**src/rtl/pwr_mode_pkg.sv**
```systemverilog
`timescale 1ns/1ps
package pwr_mode_pkg;
  localparam int NUM_CH  = 2;
  localparam int FIELD_W = 3;
  localparam int STATE_W = 2;
  localparam int PIN_W   = 2;

  typedef enum logic [STATE_W-1:0] {
    PS_NORMAL = 2'd0,
    PS_NAP    = 2'd1,
    PS_SLEEP  = 2'd2
  } pstate_e;

  localparam logic [FIELD_W-1:0] FLD_PIN    = 3'b000;
  localparam logic [FIELD_W-1:0] FLD_NORMAL = 3'b001;
  localparam logic [FIELD_W-1:0] FLD_NAP    = 3'b010;
  localparam logic [FIELD_W-1:0] FLD_SLEEP  = 3'b100;

  // strobes from control to datapath
  typedef struct packed {
    logic [NUM_CH-1:0] load;
    logic              setBad;
    logic              clrBad;
  } ctrl_s;

  function automatic pstate_e pinToState(input logic [PIN_W-1:0] p);
    case (p)
      2'b01:   return PS_NAP;
      2'b10:   return PS_SLEEP;
      default: return PS_NORMAL;
    endcase
  endfunction

  function automatic pstate_e resolveState(input logic [FIELD_W-1:0] f,
                                           input logic [PIN_W-1:0] p);
    case (f)
      FLD_PIN:   return pinToState(p);
      FLD_NAP:   return PS_NAP;
      FLD_SLEEP: return PS_SLEEP;
      default:   return PS_NORMAL;
    endcase
  endfunction

  function automatic logic isLegalField(input logic [FIELD_W-1:0] f);
    return (f == FLD_PIN) || (f == FLD_NORMAL) || (f == FLD_NAP) || (f == FLD_SLEEP);
  endfunction
endpackage

```
**src/rtl/pwr_mode_ctrl.sv**
```systemverilog
`timescale 1ns/1ps
module pwr_mode_ctrl
  import pwr_mode_pkg::*;
(
  input  logic                clk,
  input  logic                hardRstN,
  input  logic                softRst,
  input  logic                wrEn,
  input  logic [NUM_CH-1:0]   wrMask,
  input  logic [FIELD_W-1:0]  wrData,
  output ctrl_s               strobes,
  output logic                badWrite
);
  logic badQ;

  always_comb begin
    strobes.load   = wrEn ? wrMask : '0;
    strobes.setBad = wrEn && (|wrMask) && !isLegalField(wrData);
    strobes.clrBad = softRst;
  end

  // sticky flag: a new bad write in the clearing cycle wins
  always_ff @(posedge clk or negedge hardRstN) begin
    if (!hardRstN)           badQ <= 1'b0;
    else if (strobes.setBad) badQ <= 1'b1;
    else if (strobes.clrBad) badQ <= 1'b0;
  end

  assign badWrite = badQ;
endmodule

```
**src/rtl/pwr_mode_dp.sv**
```systemverilog
`timescale 1ns/1ps
module pwr_mode_dp
  import pwr_mode_pkg::*;
(
  input  logic                          clk,
  input  logic                          hardRstN,
  input  ctrl_s                         strobes,
  input  logic [FIELD_W-1:0]            wrData,
  input  logic [PIN_W-1:0]              pinReq,
  output logic [NUM_CH*STATE_W-1:0]     chState,
  output logic [NUM_CH*FIELD_W-1:0]     chField
);
  for (genvar ch = 0; ch < NUM_CH; ch++) begin : g_chan
    logic [FIELD_W-1:0] fieldQ;
    logic [FIELD_W-1:0] fieldNext;
    pstate_e            stateQ;

    assign fieldNext = strobes.load[ch] ? wrData : fieldQ;

    // only the hard reset touches the field
    always_ff @(posedge clk or negedge hardRstN) begin
      if (!hardRstN) fieldQ <= FLD_PIN;
      else           fieldQ <= fieldNext;
    end

    // resolve from the incoming field so a write lands in one clock
    always_ff @(posedge clk or negedge hardRstN) begin
      if (!hardRstN) stateQ <= PS_NORMAL;
      else           stateQ <= resolveState(fieldNext, pinReq);
    end

    assign chField[ch*FIELD_W +: FIELD_W] = fieldQ;
    assign chState[ch*STATE_W +: STATE_W] = stateQ;
  end
endmodule

```
**src/rtl/pwr_mode_sel.sv**
```systemverilog
`timescale 1ns/1ps
module pwr_mode_sel
  import pwr_mode_pkg::*;
(
  input  logic        clk,
  input  logic        hardRstN,
  input  logic        softRst,
  input  logic [1:0]  pinReq,
  input  logic        wrEn,
  input  logic [1:0]  wrMask,
  input  logic [2:0]  wrData,
  output logic [3:0]  chState,
  output logic [5:0]  chField,
  output logic        badWrite
);
  ctrl_s strobes;

  pwr_mode_ctrl u_ctrl (
    .clk      (clk),
    .hardRstN (hardRstN),
    .softRst  (softRst),
    .wrEn     (wrEn),
    .wrMask   (wrMask),
    .wrData   (wrData),
    .strobes  (strobes),
    .badWrite (badWrite)
  );

  pwr_mode_dp u_dp (
    .clk      (clk),
    .hardRstN (hardRstN),
    .strobes  (strobes),
    .wrData   (wrData),
    .pinReq   (pinReq),
    .chState  (chState),
    .chField  (chField)
  );
endmodule

```
**config.mk**
```make
export PLATFORM = sky130hd
export DESIGN_NAME = pwr_mode_sel
export DESIGN_NICKNAME = d
export VERILOG_FILES = /design/src/rtl/pwr_mode_pkg.sv /design/src/rtl/pwr_mode_ctrl.sv /design/src/rtl/pwr_mode_dp.sv /design/src/rtl/pwr_mode_sel.sv
export SDC_FILE = /design/constraint.sdc
export NUM_CORES = 1
export LEC_CHECK = 0
export ABC_CLOCK_PERIOD_IN_PS = 1100
export BUFFER_PORTS_ARGS = -buffer_cell sky130_fd_sc_hd__buf_2
export CAP_MARGIN = 10
export CELL_PAD_IN_SITES_DETAIL_PLACEMENT = 2
export CELL_PAD_IN_SITES_GLOBAL_PLACEMENT = 2
export CORE_MARGIN = 2
export CORE_UTILIZATION = 24
export DETAILED_ROUTE_END_ITERATION = 8
export PLACE_DENSITY_LB_ADDON = 0.15
export SYNTH_ARGS = -nofsm -noshare
export SYNTH_HDL_FRONTEND = slang
export SYNTH_SLANG_ARGS = --single-unit
```
**constraint.sdc**
```tcl
create_clock -name clk -period 1.1 [get_ports clk]
set_clock_uncertainty 0.2 [all_clocks]
set_input_delay 0.11 -clock clk [delete_from_list [all_inputs] [get_ports clk]]
set_output_delay 0.11 -clock clk [all_outputs]
set_load 0.02 [all_outputs]
```
==> impl_metrics.tcl <==
set metrics [dict create \
    finalSetupViolations 10 \
    synth-seq-cells 11 \
    critical_path_class "flip-flop to output pin" \
    maxCapViolations 0 \
    fin_crit_sh_pct 111.6 \
    numCtsBuffers 3 \
    hold_viol_final 3 \
    final.min_clock_period_ns 1.227 \
    final_core_util_pct 44.07 \
    viasPerCell 4.379 \
    drt_first_iter_violations 1 \
    layout-drive-gt1-share_pct 68.42 \
    synth-seq-area-share_pct 56.70 \
    worst_skew_pair.late_latency_ns 0.26 \
    finalPower_mw 1.193 \
    power_density_nw_per_um2 1394 \
    track_usage_pct 13.31 \
    yosys_warnings 0 \
    grt_first_pass_wirelength_um 2311 \
    first_global_vias 505 \
    worstPathArrival_ns 0.92 \
    crit_fanout 2 \
    grt_max_degree 12 \
    wire_per_inst_um 13.42 \
    yosys.area_share.xor_xnor_pct 0 \
    min_path_cells 2 \
    drt-total-wl_um 1382 \
    grt_setup_unrepaired "true" \
    dp_hpwl_um 1093 \
    seq_area_um2 280.3 \
    cts_root_buf "clkbuf_4" \
    tritoncts "done" \
    slew_headroom_pct 82.46 \
    antenna_found_initial 0 \
    cts_htree_levels 1 \
    hold_buffers 2 \
    n_antenna_cell 0 \
    core-area_um2 1942 \
    muxShareOfSynthArea_pct 6.186 \
    remaining_drc_errors 0 \
    die_area_um2 2399 \
    synth_top_family_by_area "compound AO/OA/AOI/OAI gates" \
    fp-row-count 16 \
    multi_input_area_um2 212.7 \
    synth_top_area_share_pct 56.70 \
    fin_nets 88 \
    ys_top_cells_by_area "dfrtp_1, a311oi_2, a21bo_2" \
    grt_overflow 0 \
    violations "hold timing, setup timing" \
    status "finished with violations" \
    place_congestion 0.6469 \
    reg2reg_depth 2 \
    clk_pin_slew_worst_paths_ns 0.08 \
    fill_cells 226 \
    synth_fa_ha_area_share_pct 2.062 \
    cp-start-kind "flip-flop" \
    synth-compound-area-share_pct 21.91 \
    finalSetupTns_ns -0.8181 \
    firstDrtPassIters 3 \
    ys_types 13 \
    die_h_um 48.98 \
    timing.fmax_mhz 814.7 \
    maxSlewViolCount 0 \
    numPortBuffers 21 \
    whs_ns -0.03089 \
    synth_nets 48 \
    syn_inst 37 \
    peakVddDrop_mv 0.6575 \
    ios 22 \
    setup_slack_ns -0.1275 \
    synth_top_cell_by_area "dfrtp_1" \
    drtAntennaViolNets 0 \
    synth.avg_cell_area_um2 13.12 \
    leakagePower_nw 0.4045 \
    tightest_slew_ns 0.2631 \
    die_x_um 48.98 \
    cts_sinks 11 \
    num_vias 451 \
    clk_path_buf_depth 2 \
    cp.required_ns 0.79 \
    hold_path_class "input port to flip-flop" \
    yosys.area_share.simple_pct 12.37 \
    syn_area_um2 485.5 \
    start_util_pct 25.00 \
    worstSetupEndpointType "output pin" \
    area_growth_syn_to_layout_pct 76.29 \
]
layout make-up:
class                      instances  share of cell area [%]
clock buffer                       4                   3.070
multi-input combinational         25                   24.85
inverter                           1                  0.4386
tap                               27                   3.947
timing repair buffer              35                   34.94
sequential                        11                   32.75
cell usage in the layout, fill, tap and decap left out, types with 2 or more instances in the layout:
master and n:
buf_6 15, buf_2 10, buf_4 8, dfrtp_1 7, nand3_1 4, a21bo_2 4, nand2_1 4, a311oi_2 4
dfrtp_2 4, clkbuf_4 3, nand2_2 2, mux2_4 2, nand2b_1 2, dlygate4sd3_1 2
synthesized netlist by cell type (all sizes together):
library cell and instances:
a21bo 4, a311oi 4, dfrtp 11, inv 1, maj3 1, mux2 2
nand2 6, nand2b 2, nand3 4, o211ai 1, o21ai 1
power by group:
part	internal [mW]	switching [mW]
clock network	0.140	0.139
registers	0.459	0.0328
logic	0.234	0.188
total	0.833	0.360
what timing repair did:
action / 4_1_cts / 5_1_grt
hold endpoints to repair: 16 / 2
endpoints found under the setup margin: 15 / 15
gates resized for setup: 27 / 0
buffers inserted: 1 / 0
cloned: 0 / 0
sequential cells by signal, summed over array words and instances, names as in the netlist:
signal              count
u_dp.g_chan.fieldQ      6
u_ctrl.badWrite         1
u_dp.g_chan.stateQ      4
critical path: stages (launching register included):
cell and delay [ns]:
dfrtp_2 0.41, buf_6 0.12, buf_6 0.12
final timing paths:
kind                                                from                       end  slack (ns)
max in group asynchronous                       hardRstN  u_dp.g_chan[0].fieldQ[0]        0.43
worst min-delay path                           wrData[0]  u_dp.g_chan[1].fieldQ[0]       -0.03
min in group asynchronous                       hardRstN  u_dp.g_chan[0].stateQ[1]        0.04
worst max-delay path            u_dp.g_chan[1].fieldQ[1]                chField[4]       -0.13
worst min register to register  u_dp.g_chan[0].fieldQ[1]  u_dp.g_chan[0].fieldQ[1]        0.35
worst max register to register  u_dp.g_chan[1].fieldQ[0]  u_dp.g_chan[1].stateQ[1]       -0.10
logic make-up after synthesis:
logic type / count (synthesis)
buffers and inverters: 1
multiplexers: 2
flip-flops: 11
adder cells (fa/ha/maj): 1
AND/OR/NAND/NOR: 12
AO/OA/AOI/OAI: 10
routing by layer:
| metal | vias up | wire length (um) | GRT usage [%] |
|---|---|---|---|
| met2 | 15 | 691 | 21.92 |
| met1 | 219 | 621 | 16.63 |
| li1 | 217 | - | - |
| met4 | 0 | 0 | 4.286 |
| met5 | - | 0 | 0 |
| met3 | 0 | 70 | 3.988 |
stage by stage:
stage | area (um2) | std cells | setup slack [ns]
after CTS | 855.8 | 103 | -0.1402
after detailed placement | 711.9 | 96 | -0.1274
after global placement | 711.9 | 96 | -0.09160
final | 855.8 | 103 | -0.1275
after floorplan | 490.5 | 37 | -0.08419
after global routing | 855.8 | 103 | -0.1599
Power figures use the tool's default switching activity.
